[src/rtl/cfgwin_pkg.sv]
package cfgwin_pkg;
    typedef enum logic [1:0] {
        ST_IDLE  = 2'd0,
        ST_ISSUE = 2'd1,
        ST_RESP  = 2'd2
    } cw_state_e;

    localparam logic [1:0] SZ_BYTE = 2'd0;
    localparam logic [1:0] SZ_HALF = 2'd1;
    localparam logic [1:0] SZ_WORD = 2'd2;
    localparam logic [1:0] SZ_BAD  = 2'd3;
endpackage

[src/rtl/cfgwin_addr_dec.sv]
module cfgwin_addr_dec #(
    parameter logic [31:0] WIN_BASE = 32'h8080_0000,
    parameter int          WIN_BITS = 22,
    parameter int          FN_BITS  = 11,
    localparam int         NDEV     = WIN_BITS - FN_BITS,
    localparam int         DEV_W    = $clog2(NDEV + 1),
    localparam int         CA_W     = FN_BITS + DEV_W
) (
    input  logic [31:0]     addr,
    output logic            hit,
    output logic [CA_W-1:0] cfg_addr
);
    logic [WIN_BITS-1:0] off;
    logic [DEV_W-1:0]    dev_idx;

    // Window is aligned to its own size, so compare only the upper bits.
    assign hit = (addr[31:WIN_BITS] == WIN_BASE[31:WIN_BITS]);
    assign off = addr[WIN_BITS-1:0];

    // Lowest set bit wins: scan from the top so lower indices override.
    always_comb begin
        dev_idx = DEV_W'(NDEV);
        for (int i = NDEV - 1; i >= 0; i--) begin
            if (off[FN_BITS + i]) begin
                dev_idx = DEV_W'(i);
            end
        end
    end

    assign cfg_addr = {dev_idx, off[FN_BITS-1:0]};
endmodule

[src/rtl/cfgwin_lane_fmt.sv]
module cfgwin_lane_fmt
    import cfgwin_pkg::*;
#(
    parameter bit SWAP_EN = 1'b1
) (
    input  logic [1:0]  size,
    input  logic [31:0] din,
    output logic [31:0] dout
);
    generate
        if (SWAP_EN) begin : g_swap
            always_comb begin
                unique case (size)
                    SZ_BYTE: dout = {24'h0, din[7:0]};
                    SZ_HALF: dout = {16'h0, din[7:0], din[15:8]};
                    SZ_WORD: dout = {din[7:0], din[15:8], din[23:16], din[31:24]};
                    default: dout = 32'h0;
                endcase
            end
        end else begin : g_pass
            always_comb begin
                unique case (size)
                    SZ_BYTE: dout = {24'h0, din[7:0]};
                    SZ_HALF: dout = {16'h0, din[15:0]};
                    SZ_WORD: dout = din;
                    default: dout = 32'h0;
                endcase
            end
        end
    endgenerate
endmodule

[src/rtl/cfgwin_irq_swz.sv]
module cfgwin_irq_swz #(
    parameter int N_SLOT = 4,
    parameter int N_PIN  = 4,
    localparam int N_SRC = N_SLOT * N_PIN
) (
    input  logic             clk,
    input  logic             rst_n,
    input  logic [N_SRC-1:0] dev_irq,
    output logic             irq_lo,
    output logic             irq_hi
);
    logic [N_SRC-1:0] to_lo;
    logic [N_SRC-1:0] to_hi;

    generate
        for (genvar s = 0; s < N_SLOT; s++) begin : g_slot
            for (genvar p = 0; p < N_PIN; p++) begin : g_pin
                if (((s + p) % 2) == 0) begin : g_l0
                    assign to_lo[s*N_PIN+p] = dev_irq[s*N_PIN+p];
                    assign to_hi[s*N_PIN+p] = 1'b0;
                end else begin : g_l1
                    assign to_lo[s*N_PIN+p] = 1'b0;
                    assign to_hi[s*N_PIN+p] = dev_irq[s*N_PIN+p];
                end
            end
        end
    endgenerate

    always_ff @(posedge clk) begin
        if (!rst_n) begin
            irq_lo <= 1'b0;
            irq_hi <= 1'b0;
        end else begin
            irq_lo <= |to_lo;
            irq_hi <= |to_hi;
        end
    end

    // no source active means both lines quiet one cycle later
    a_r9_quiet: assert property (@(posedge clk) disable iff (!rst_n)
        (dev_irq == '0) |=> (!irq_lo && !irq_hi));
endmodule

[src/rtl/cfgwin_xlate.sv]
module cfgwin_xlate
    import cfgwin_pkg::*;
#(
    parameter logic [31:0] WIN_BASE = 32'h8080_0000,
    parameter int          WIN_BITS = 22,
    parameter int          FN_BITS  = 11,
    parameter int          N_SLOT   = 4,
    parameter int          N_PIN    = 4,
    parameter bit          SWAP_EN  = 1'b1
) (
    input  logic        clk,
    input  logic        rst_n,
    input  logic        cpu_req,
    input  logic        cpu_we,
    input  logic [31:0] cpu_addr,
    input  logic [1:0]  cpu_size,
    input  logic [31:0] cpu_wdata,
    output logic        cpu_ready,
    output logic        cpu_done,
    output logic [31:0] cpu_rdata,
    output logic        cfg_req,
    output logic        cfg_we,
    output logic [FN_BITS+$clog2(WIN_BITS-FN_BITS+1)-1:0] cfg_addr,
    output logic [1:0]  cfg_size,
    output logic [31:0] cfg_wdata,
    input  logic        cfg_ack,
    input  logic [31:0] cfg_rdata,
    input  logic [N_SLOT*N_PIN-1:0] dev_irq,
    output logic        irq_lo,
    output logic        irq_hi
);
    localparam int CA_W = FN_BITS + $clog2(WIN_BITS - FN_BITS + 1);

    cw_state_e        state_q, state_d;
    logic             hit;
    logic [CA_W-1:0]  dec_addr;
    logic [31:0]      wfmt;
    logic [31:0]      rfmt;
    logic             accept;
    logic             size_ok;
    logic [31:0]      rdata_q;

    cfgwin_addr_dec #(
        .WIN_BASE (WIN_BASE),
        .WIN_BITS (WIN_BITS),
        .FN_BITS  (FN_BITS)
    ) u_dec (
        .addr     (cpu_addr),
        .hit      (hit),
        .cfg_addr (dec_addr)
    );

    cfgwin_lane_fmt #(.SWAP_EN(SWAP_EN)) u_wfmt (
        .size (cpu_size),
        .din  (cpu_wdata),
        .dout (wfmt)
    );

    cfgwin_lane_fmt #(.SWAP_EN(SWAP_EN)) u_rfmt (
        .size (cfg_size),
        .din  (cfg_rdata),
        .dout (rfmt)
    );

    cfgwin_irq_swz #(.N_SLOT(N_SLOT), .N_PIN(N_PIN)) u_irq (
        .clk     (clk),
        .rst_n   (rst_n),
        .dev_irq (dev_irq),
        .irq_lo  (irq_lo),
        .irq_hi  (irq_hi)
    );

    assign size_ok = (cpu_size != SZ_BAD);
    assign accept  = (state_q == ST_IDLE) && cpu_req && hit && size_ok;

    // Next-state logic
    always_comb begin
        state_d = state_q;
        unique case (state_q)
            ST_IDLE:  if (accept)  state_d = ST_ISSUE;
            ST_ISSUE: if (cfg_ack) state_d = ST_RESP;
            ST_RESP:  state_d = ST_IDLE;
            default:  state_d = ST_IDLE;
        endcase
    end

    // State register
    always_ff @(posedge clk) begin
        if (!rst_n) begin
            state_q <= ST_IDLE;
        end else begin
            state_q <= state_d;
        end
    end

    // Request and response capture
    always_ff @(posedge clk) begin
        if (!rst_n) begin
            cfg_we    <= 1'b0;
            cfg_addr  <= '0;
            cfg_size  <= SZ_BYTE;
            cfg_wdata <= '0;
            rdata_q   <= '0;
        end else begin
            if (accept) begin
                cfg_we    <= cpu_we;
                cfg_addr  <= dec_addr;
                cfg_size  <= cpu_size;
                cfg_wdata <= cpu_we ? wfmt : 32'h0;
            end
            if (state_q == ST_ISSUE && cfg_ack) begin
                rdata_q <= cfg_we ? 32'h0 : rfmt;
            end
        end
    end

    // Outputs decoded from state
    always_comb begin
        cpu_ready = 1'b0;
        cfg_req   = 1'b0;
        cpu_done  = 1'b0;
        unique case (state_q)
            ST_IDLE:  cpu_ready = 1'b1;
            ST_ISSUE: cfg_req   = 1'b1;
            ST_RESP:  cpu_done  = 1'b1;
            default:  cpu_ready = 1'b0;
        endcase
    end

    assign cpu_rdata = rdata_q;

    // request held with stable payload until acked
    a_r7_req_hold: assert property (@(posedge clk) disable iff (!rst_n)
        (cfg_req && !cfg_ack) |=> (cfg_req && $stable(cfg_addr) && $stable(cfg_wdata) && $stable(cfg_size)));

    // never ready while a request is in flight
    a_r7_busy: assert property (@(posedge clk) disable iff (!rst_n)
        cfg_req |-> !cpu_ready);

    // completion only follows an acked request
    a_r7_done_src: assert property (@(posedge clk) disable iff (!rst_n)
        $rose(cpu_done) |-> $past(cfg_req && cfg_ack));

    // after completion the block is idle with nothing outstanding
    a_r8_single: assert property (@(posedge clk) disable iff (!rst_n)
        cpu_done |=> (cpu_ready && !cfg_req && !cpu_done));

    // misses never start a transfer
    a_r1_miss: assert property (@(posedge clk) disable iff (!rst_n)
        (cpu_ready && cpu_req && !hit) |=> !cfg_req);

    // illegal size code never starts a transfer
    a_r4_bad_size: assert property (@(posedge clk) disable iff (!rst_n)
        (cpu_ready && cpu_req && cpu_size == SZ_BAD) |=> !cfg_req);

    // offset bit 11 set selects device 0 in the issued address
    a_r3_low_dev: assert property (@(posedge clk) disable iff (!rst_n)
        (cpu_ready && cpu_req && hit && size_ok && cpu_addr[FN_BITS])
            |=> (cfg_addr[CA_W-1:FN_BITS] == '0));

    // R10-style sanity: controller outputs are mutually exclusive
    a_r10_excl: assert property (@(posedge clk) disable iff (!rst_n)
        $onehot({cpu_ready, cfg_req, cpu_done}));
endmodule

[config.mk]
export PLATFORM = sky130hd
export DESIGN_NAME = cfgwin_xlate
export DESIGN_NICKNAME = d
export VERILOG_FILES = /design/src/rtl/cfgwin_pkg.sv /design/src/rtl/cfgwin_addr_dec.sv /design/src/rtl/cfgwin_lane_fmt.sv /design/src/rtl/cfgwin_irq_swz.sv /design/src/rtl/cfgwin_xlate.sv
export SDC_FILE = /design/constraint.sdc
export NUM_CORES = 1
export LEC_CHECK = 0
export ABC_AREA = 1
export ABC_CLOCK_PERIOD_IN_PS = 2200
export BUFFER_PORTS_ARGS = -buffer_cell sky130_fd_sc_hd__buf_2
export CAP_MARGIN = 10
export CORE_UTILIZATION = 48
export DETAILED_ROUTE_END_ITERATION = 6
export PLACE_DENSITY = 0.92
export SYNTH_ARGS = -nofsm -noshare
export SYNTH_HDL_FRONTEND = slang
export SYNTH_SLANG_ARGS = --single-unit
[constraint.sdc]
create_clock -name clk -period 2.2 [get_ports clk]
set_input_delay 0.33 -clock clk [delete_from_list [all_inputs] [get_ports clk]]
set_output_delay 0.33 -clock clk [all_outputs]
set_load 0.05 [all_outputs]
==> flow_summary.json, run 1 <==
{
  "drt_pass1_iterations": 5,
  "syn_area_mm2": 0.00372,
  "clockBufferDepth": 2,
  "fin_area_mm2": 0.00505,
  "fin_skew_ps": 9.05,
  "rows": 31,
  "max_cap_viol_count": 0,
  "fmax_mhz": 586,
  "area_growth_pct": 35.8,
  "route.detailed.drc": 0,
  "slew_viol_final": 0,
  "grt_overflow": 0,
  "ir_drop_mv": 0.338,
  "cts_tree": "done",
  "cts_made_buffers": 9,
  "ios": 206,
  "place_hpwl_mm": 8.76,
  "synthArstFlopShare": 0,
  "synth.distinct_cells": 26,
  "status": "finished, final reports clean",
  "drt-wirelength-per-cell_um": 13.8,
  "cts_resized": 0,
  "final_util": 0.685,
  "grt_pass1_wl_mm": 18.5,
  "grt_pass1_vias": 4046,
  "finalSetupTns_ps": 0,
  "synth_top_area_frac": 0.463,
  "drive_gt1_frac": 0.323,
  "gr-usage-all-layers": 0.280,
  "seq_area_frac_synth": 0.463,
  "yosysTopAreaCell": "dfxtp_1",
  "endpoint_kind": "flop",
  "synth_edf_count": 0,
  "die_w_um": 90,
  "drt-total-wl_mm": 11.5,
  "core-area_mm2": 0.00737,
  "crit_required_ps": 2470,
  "n_antenna_cell": 0,
  "finalHoldViolations": 0,
  "rsz0062_at_grt": "false",
  "period_minus_slack_ps": 1710,
  "yosys_warnings": 0,
  "vias": 4362,
  "clock_latency_ps": 350,
  "htree_levels": 3,
  "finalSetupViolations": 0,
  "dpl_cell_area_mm2": 0.00481,
  "dieArea_mm2": 0.00810,
  "arrival_ps": 1980,
  "drtIter0Drc": 327,
  "gp_congestion": 0.902,
  "ant_nets": 0,
  "hold_depth": 3,
  "antenna_found_initial": 0,
  "synth_cells": 533,
  "synth_most_common_cell": "nand2_1",
  "hold_class": "in2reg",
  "start_kind": "flop",
  "critPathKind": "reg2reg",
  "r2r_cells": 9,
  "post_cts_buffers": 0,
  "crit_fanout": 12,
  "ys_ff_latch": 86,
  "finalPower_mw": 3.12,
  "yosys-top-cells-area": "dfxtp_1 46%, nand2_1 18%, a21oi_1 8.6%",
  "postCtsHoldBufs": 0,
  "leakage_nw": 2.41,
  "clkSinkCount": 86,
  "port_buffers": 205,
  "synthTopCellsByCount": "176 x nand2_1, 86 x dfxtp_1, 64 x a21oi_1, 47 x nand3_1, 44 x nor2_1",
  "synth_area_per_cell_um2": 6.97,
  "synth_fp_nets": 652,
  "synth_ff_type": "dfxtp_1",
  "clkTransAtPathRegs_ps": 90,
  "grt_max_degree": 53,
  "fin_crit_sh": 0.775,
  "worst_slew_pin_slew_ps": 496,
  "slew_headroom": 0.668,
  "nNetsFinal": 848,
  "start_util": 0.504,
  "via_per_inst": 5.24,
  "fp.dieH_um": 90,
  "clockRootBuffer": "clkbuf_8",
  "powerDensity_mw_per_mm2": 618
}
## worst paths after layout
kind	start	endpoint	slack, ps
hold / removal	cpu_addr[1]	cfg_addr[1]	220
setup / recovery	state_q[1]	cfg_wdata[18]	490
setup reg to reg	state_q[1]	cfg_wdata[18]	490
hold reg to reg	cpu_rdata[29]	cpu_rdata[29]	460
## metal layers
metal | vias up | track usage | wire length (um)
met1 | 1954 | 0.335 | 4570
met5 | - | 0 | 0
met4 | 0 | 0.145 | 453
met3 | 44 | 0.0567 | 950
met2 | 232 | 0.474 | 5520
li1 | 2132 | - | -
## metrics by stage
| stage | std cells | hold WS (ps) | worst slack, ps |
|---|---|---|---|
| finish | 832 | 223 | 494 |
| global route | 832 | 221 | 258 |
| CTS | 832 | 213 | 486 |
| detailed placement | 817 | 452 | 427 |
| global placement | 817 | 449 | 545 |
| floorplan | 533 | 465 | 231 |
## registers in the layout, summed over array words and instances (netlist names)
register      flops
cpu_rdata        32
state_q           2
cfg_wdata        32
cfg_we            1
u_irq.irq_hi      1
cfg_addr         15
cfg_size          2
u_irq.irq_lo      1
## logic make-up after synthesis
kind of cell | count (synthesis) | share of synthesized area
compound gates | 106 | 0.154
buf+inv | 61 | 0.0670
simple gates | 280 | 0.316
flops | 86 | 0.463
## cell usage in the layout (no fill, tap or decap)
cell type    n
buf_2      205
nand2_1    176
dfxtp_1     86
a21oi_1     64
nand3_1     47
nor2_1      44
inv_1       27
o21ai_0     23
clkbuf_8     9
o211ai_1     8
a31oi_1      8
buf_4        7
inv_2        4
nor4_1       4
nand4_1      3
bufinv_16    3
clkinv_1     2
nor2_4       1
nor3_1       1
nand2_4      1
nor2_8       1
nor3_4       1
a21oi_2      1
a211oi_1     1
o211a_1      1
nor2_2       1
clkbuf_1     1
clkinv_4     1
inv_6        1
buf_12       1
## where the power goes
group	internal [mW]	total (mW)	leakage (nW)	switching, mW
Combinational	0.112	0.258	1.60	0.145
Clock	0.755	1.31	0.117	0.551
Sequential	1.56	1.56	0.693	0.000514
## worst max-delay path, stage by stage (launching register included)
cell and delay, ps:
dfxtp_1 350, nor2_1 200, nand2_1 70, nor2_1 120, nand2_1 90, inv_2 60, nand2_1 90, nor2_2 400
nand2_1 100, a21oi_1 150
## area by class of cell
| cell class | instances | area (um^2) |
|---|---|---|
| clock inverter | 5 | 108 |
| tap | 99 | 124 |
| timing repair buffer | 213 | 1100 |
| fill | 652 | 2320 |
| multi-input combinational | 386 | 1750 |
| clock buffer | 10 | 128 |
| inverter | 33 | 124 |
| sequential | 86 | 1720 |
Power figures use the tool's default switching activity.
==> inputs of run 2 (changes only) <==
--- a/config.mk
+++ b/config.mk
@@ -6,12 +6,12 @@
 export NUM_CORES = 1
 export LEC_CHECK = 0
 export ABC_AREA = 1
-export ABC_CLOCK_PERIOD_IN_PS = 2200
+export ABC_CLOCK_PERIOD_IN_PS = 1600
 export BUFFER_PORTS_ARGS = -buffer_cell sky130_fd_sc_hd__buf_2
 export CAP_MARGIN = 10
-export CORE_UTILIZATION = 48
+export CORE_UTILIZATION = 44
 export DETAILED_ROUTE_END_ITERATION = 6
-export PLACE_DENSITY = 0.92
+export PLACE_DENSITY = 0.85
 export SYNTH_ARGS = -nofsm -noshare
 export SYNTH_HDL_FRONTEND = slang
 export SYNTH_SLANG_ARGS = --single-unit
==> constraint.sdc (replaced) <==
create_clock -name clk -period 1.6 [get_ports clk]
set_input_delay 0.24 -clock clk [delete_from_list [all_inputs] [get_ports clk]]
set_output_delay 0.24 -clock clk [all_outputs]
set_load 0.05 [all_outputs]
==> run 2 against run 1 <==
Net effect: utilization shrank 6.0 points; clock-buffer cell count is the same; flip-flop and latch count unchanged; sequential share of layout area decreased by 0.40 points; critical path type unchanged; largest cell class unchanged; highest routed layer unchanged.
==> flow_summary.json, run 2 (same netlist as run 1, synthesis figures left out) <==
{
  "via_per_inst": 5.14,
  "dieArea_mm2": 0.00882,
  "slowest_stage": "dfxtp_1",
  "n_antenna_cell": 0,
  "grt_pass1_vias": 3987,
  "antenna_found_initial": 0,
  "grt_overflow": 0,
  "worst_slew_pin_slew_ps": 406,
  "status": "finished, final reports clean",
  "die_w_um": 93.9,
  "period_minus_slack_ps": 1440,
  "fin_crit_sh": 0.898,
  "place_hpwl_mm": 8.60,
  "fmax_mhz": 696,
  "rsz0062_at_grt": "false",
  "finalHoldViolations": 0,
  "gr-usage-all-layers": 0.254,
  "crit_required_ps": 1870,
  "regToRegSetupSlack_ps": 160,
  "clockBufferDepth": 2,
  "dpl_worst_slack_ps": 146,
  "start_util": 0.455,
  "cp.buffers_inverters": 1,
  "vias": 4340,
  "r2r_cells": 8,
  "seq_area_mm2": 0.00172,
  "cts_tree": "done",
  "min_from": "cpu_addr[6]",
  "powerDensity_mw_per_mm2": 799,
  "final_cell_mix": "205 x buf_2, 176 x nand2_1, 85 x dfxtp_1",
  "worstPathCellList": "nor2_4 -> nand3_1 -> nor2_1 -> nand4_1 -> nor2_2 -> buf_6 -> nand2_1 -> a21oi_1",
  "area_growth_pct": 37.6,
  "grt_pass1_wl_mm": 17.6,
  "postCtsHoldBufs": 0,
  "slew_headroom": 0.729,
  "slew_viol_final": 0,
  "max_cap_viol_count": 0,
  "arrival_ps": 1710,
  "crit_fanout": 20,
  "route.detailed.drc": 0,
  "drt_pass1_iterations": 5,
  "critPathKind": "reg2reg",
  "grt_max_degree": 70,
  "drt-total-wl_mm": 11.2,
  "core-area_mm2": 0.00818,
  "rows": 33,
  "hold_class": "in2reg",
  "leakage_nw": 2.44,
  "cp_top_family": "simple AND/OR/NAND/NOR gates",
  "post_cts_buffers": 0,
  "layout_commonest_cell": "buf_2",
  "fin_skew_ps": 14.8,
  "gp_congestion": 0.862,
  "hold_end": "cfg_addr[6]",
  "fin_ws_ps": 163,
  "ir_drop_mv": 0.461,
  "cts_resized": 0,
  "fillers": 756,
  "htree_levels": 3,
  "ant_nets": 0,
  "clockRootBuffer": "clkbuf_8",
  "clkTransAtPathRegs_ps": 80,
  "r2r_end": "cfg_wdata[0]",
  "cts_made_buffers": 9,
  "drt-wirelength-per-cell_um": 13.2,
  "port_buffers": 205,
  "clkSinkCount": 86,
  "finalPower_mw": 4.09,
  "endpoint_kind": "flop",
  "finalSetupViolations": 0,
  "clock_latency_ps": 350,
  "ios": 206,
  "nNetsFinal": 855,
  "drive_gt1_frac": 0.334,
  "drtIter0Drc": 241,
  "start_kind": "flop",
  "hold_depth": 3,
  "slowest_delay_ps": 370,
  "reg2reg_from": "state_q[1]",
  "fp.dieH_um": 93.9,
  "multi_input_area_mm2": 0.00176
}
run 2: cell count changes in the layout (fill, tap and decap cells not counted):
cell,previous run,this run
bufinv_16,3,2
buf_12,1,2
buf_4,7,10
dfxtp_2,0,1
inv_6,1,0
nor2_2,1,3
dfxtp_1,86,85
nor2_1,44,41
buf_6,0,3
nor2_4,1,2
clkinv_2,0,1
run 2: layout make-up:
class | instances | share of cell area
clock buffers | 10 | 0.0250
repair buffers | 220 | 0.230
well taps | 105 | 0.0257
clock inverters | 4 | 0.0144
multi-input cells | 386 | 0.344
flip-flops and latches | 86 | 0.337
inverters | 33 | 0.0242
run 2: report_power, final:
| part | internal, mW | switching (mW) |
|---|---|---|
| combinational | 0.159 | 0.198 |
| clock | 0.864 | 0.725 |
| sequential | 2.14 | 0.00107 |
run 2: layer usage:
layer / share of wire / vias up / wire, um / GRT usage
met5: 0 / - / 0 / 0
li1: - / 2139 / - / -
met3: 0.075 / 34 / 835 / 0.0485
met2: 0.49 / 211 / 5430 / 0.454
met4: 0.032 / 0 / 360 / 0.121
met1: 0.41 / 1956 / 4550 / 0.289
run 2: worst register-to-register path: stages, from the launching register on:
cell     delay (ps)
dfxtp_1         370
nor2_4          140
nand3_1          80
nor2_1           90
nand4_1         140
nor2_2          130
buf_6           190
nand2_1          90
a21oi_1         140
run 2: through the flow:
stage,area [um^2],setup TNS (ps),hold WS (ps),instances,utilization
2_1_floorplan,3730,-828,375,533,-
3_3_place_gp,4900,0,450,830,0.599
3_5_place_dp,4900,0,452,830,0.599
4_1_cts,5100,0,116,844,0.624
5_1_grt,5110,0,130,844,0.625
6_report,5110,0,130,844,0.625
run 2: worst max path at each step:
stage	slack [ps]	cells after the start	end	startpoint
finish	160	8	cfg_wdata[0]	state_q[1]
global route	2	8	cfg_wdata[0]	state_q[1]
CTS	110	7	cfg_addr[12]	state_q[1]
detailed placement	150	7	cfg_addr[12]	state_q[1]
global placement	220	7	cfg_we	state_q[1]
floorplan	-50	9	cpu_rdata[12]	state_q[0]
==> inputs of run 3 (changes only) <==
--- a/config.mk
+++ b/config.mk
@@ -8,10 +8,10 @@
 export ABC_AREA = 1
 export ABC_CLOCK_PERIOD_IN_PS = 1600
 export BUFFER_PORTS_ARGS = -buffer_cell sky130_fd_sc_hd__buf_2
-export CAP_MARGIN = 10
+export CAP_MARGIN = 15
 export CORE_UTILIZATION = 44
 export DETAILED_ROUTE_END_ITERATION = 6
-export PLACE_DENSITY = 0.85
+export PLACE_DENSITY = 0.79
 export SYNTH_ARGS = -nofsm -noshare
 export SYNTH_HDL_FRONTEND = slang
 export SYNTH_SLANG_ARGS = --single-unit
==> run 3 against run 2 <==
Net effect: final area barely moved; utilization barely moved; combinational power barely moved; register-to-register slack got worse by 60 ps; die area did not move; non-clock buffer count rose by 2; clock power fell by 11%; flip-flop and latch count did not move; sequential share of layout area barely moved; first-iteration DRC count fell by 17%; worst hold slack got worse by 19 ps.
==> flow_summary.json, run 3 (same netlist as run 1, synthesis figures left out) <==
{
  "status": "finished, final reports clean",
  "final_util": 0.625,
  "hold_depth": 3,
  "drtIter0Drc": 200,
  "clockBufferDepth": 2,
  "powerDensity_mw_per_mm2": 766,
  "start_util": 0.455,
  "vias": 4354,
  "slowest_stage": "dfxtp_1",
  "pwr-share-seq": 0.547,
  "gr-usage-all-layers": 0.260,
  "fin_crit_sh": 0.935,
  "gp_congestion": 0.906,
  "endpoint_kind": "flop",
  "clkTransAtPathRegs_ps": 90,
  "slew_headroom": 0.669,
  "htree_levels": 3,
  "place_hpwl_mm": 8.57,
  "fp.dieH_um": 93.9,
  "arrival_ps": 1780,
  "grt_pass1_vias": 4021,
  "cts_tree": "done",
  "rsz0062_at_grt": "false",
  "clkSinkCount": 86,
  "reg2reg_from": "state_q[1]",
  "leakage_nw": 2.44,
  "switching_power_mw": 1.00,
  "area_growth_pct": 37.5,
  "via_per_inst": 5.13,
  "layout_commonest_cell": "buf_2",
  "crit_required_ps": 1880,
  "grt_max_degree": 73,
  "drt_pass1_iterations": 5,
  "hold_class": "in2reg",
  "regToRegSetupSlack_ps": 100,
  "hold_end": "cfg_addr[0]",
  "final_cell_mix": "205 x buf_2, 176 x nand2_1, 85 x dfxtp_1",
  "worst_slew_pin_slew_ps": 494,
  "r2r_cells": 8,
  "nNetsFinal": 857,
  "core-area_mm2": 0.00818,
  "n_antenna_cell": 0,
  "grt_pass1_wl_mm": 18.0,
  "clock_latency_ps": 360,
  "cp.buffers_inverters": 1,
  "drt-wirelength-per-cell_um": 13.4,
  "finalHoldViolations": 0,
  "min_from": "cpu_addr[0]",
  "drive_gt1_frac": 0.338,
  "fillers": 804,
  "clock_power_share": 0.362,
  "cp_top_family": "simple AND/OR/NAND/NOR gates",
  "route.detailed.drc": 0,
  "startpoint": "state_q[1]",
  "swShare": 0.256,
  "port_buffers": 205,
  "r2r_end": "cfg_wdata[11]",
  "slew_viol_final": 0,
  "rows": 33,
  "antenna_found_initial": 0,
  "drt-total-wl_mm": 11.4,
  "fmax_mhz": 668,
  "p_int_mw": 2.91,
  "start_kind": "flop",
  "die_w_um": 93.9,
  "dieArea_mm2": 0.00882,
  "crit_fanout": 20,
  "critPathKind": "reg2reg",
  "combPwrFrac": 0.091,
  "fin_skew_ps": 11.5,
  "clockRootBuffer": "clkbuf_8",
  "hold_slack_ps": 111,
  "ios": 206,
  "slowest_delay_ps": 370,
  "max_cap_viol_count": 0,
  "ir_drop_mv": 0.567,
  "grt_overflow": 0,
  "cts_made_buffers": 9,
  "worstPathCellList": "nor2_4 -> nand3_1 -> nor2_1 -> nand4_1 -> nor2_2 -> buf_12 -> nand2_1 -> a21oi_1",
  "finalSetupViolations": 0,
  "ant_nets": 0,
  "period_minus_slack_ps": 1500
}
[run 3: power groups by stage]
stage	combinational (mW)	clock (mW)	sequential (mW)
final	0.357	1.42	2.14
after global routing	0.395	1.55	2.14
after CTS	0.354	1.45	2.14
after detailed placement	0.353	0	2.19
after global placement	0.348	0	2.19
after floorplan	0.128	0	2.20
[run 3: repair_timing]
action | in CTS | in global routing
endpoints found under the setup margin | 0 | 21
buffers inserted | 0 | 1
hold endpoints to repair | 0 | 0
hold buffers | 0 | 0
gates resized for setup | 0 | 2
[run 3: worst reg2reg max path, stage by stage, from the launching register on]
cell and delay (ps):
dfxtp_1 370, nor2_4 150, nand3_1 80, nor2_1 120, nand4_1 140, nor2_2 200, buf_12 170, nand2_1 70
a21oi_1 140
[run 3: worst max-delay path by stage]
| stage | to | depth (start not counted) |
|---|---|---|
| 2_1_floorplan | cpu_rdata[12] | 9 |
| 3_3_place_gp | cfg_wdata[17] | 10 |
| 3_5_place_dp | cfg_wdata[11] | 8 |
| 4_1_cts | cfg_wdata[11] | 8 |
| 5_1_grt | cfg_wdata[12] | 8 |
| 6_report | cfg_wdata[11] | 8 |
[run 3: area by class of cell]
class,count,area (um^2),area share
Multi-Input combinational cell,386,1760,0.344
Clock buffer,10,138,0.0269
Tap cell,105,131,0.0257
Sequential cell,86,1720,0.337
Clock inverter,6,45.0,0.00881
Inverter,33,124,0.0242
Timing Repair Buffer,222,1190,0.234
[run 3: per-layer routing]
layer	routed length [um]	GRT usage	vias to the layer above
met5	0	0	-
met4	430	0.118	0
met3	947	0.0647	36
met2	5310	0.441	219
met1	4680	0.307	1945
li1	-	-	2154
[run 3: metrics by stage]
| step | instances | TNS (ps) | area (um^2) | power, mW | setup WS (ps) |
|---|---|---|---|---|---|
| detailed placement | 831 | 0 | 4920 | 2.55 | 75.0 |
| CTS | 847 | 0 | 5100 | 3.95 | 48.3 |
| global placement | 831 | 0 | 4920 | 2.54 | 147 |
| floorplan | 533 | -828 | 3730 | 2.33 | -48.5 |
| global route | 848 | 0 | 5110 | 4.09 | 2.42 |
| finish | 848 | 0 | 5110 | 3.92 | 104 |
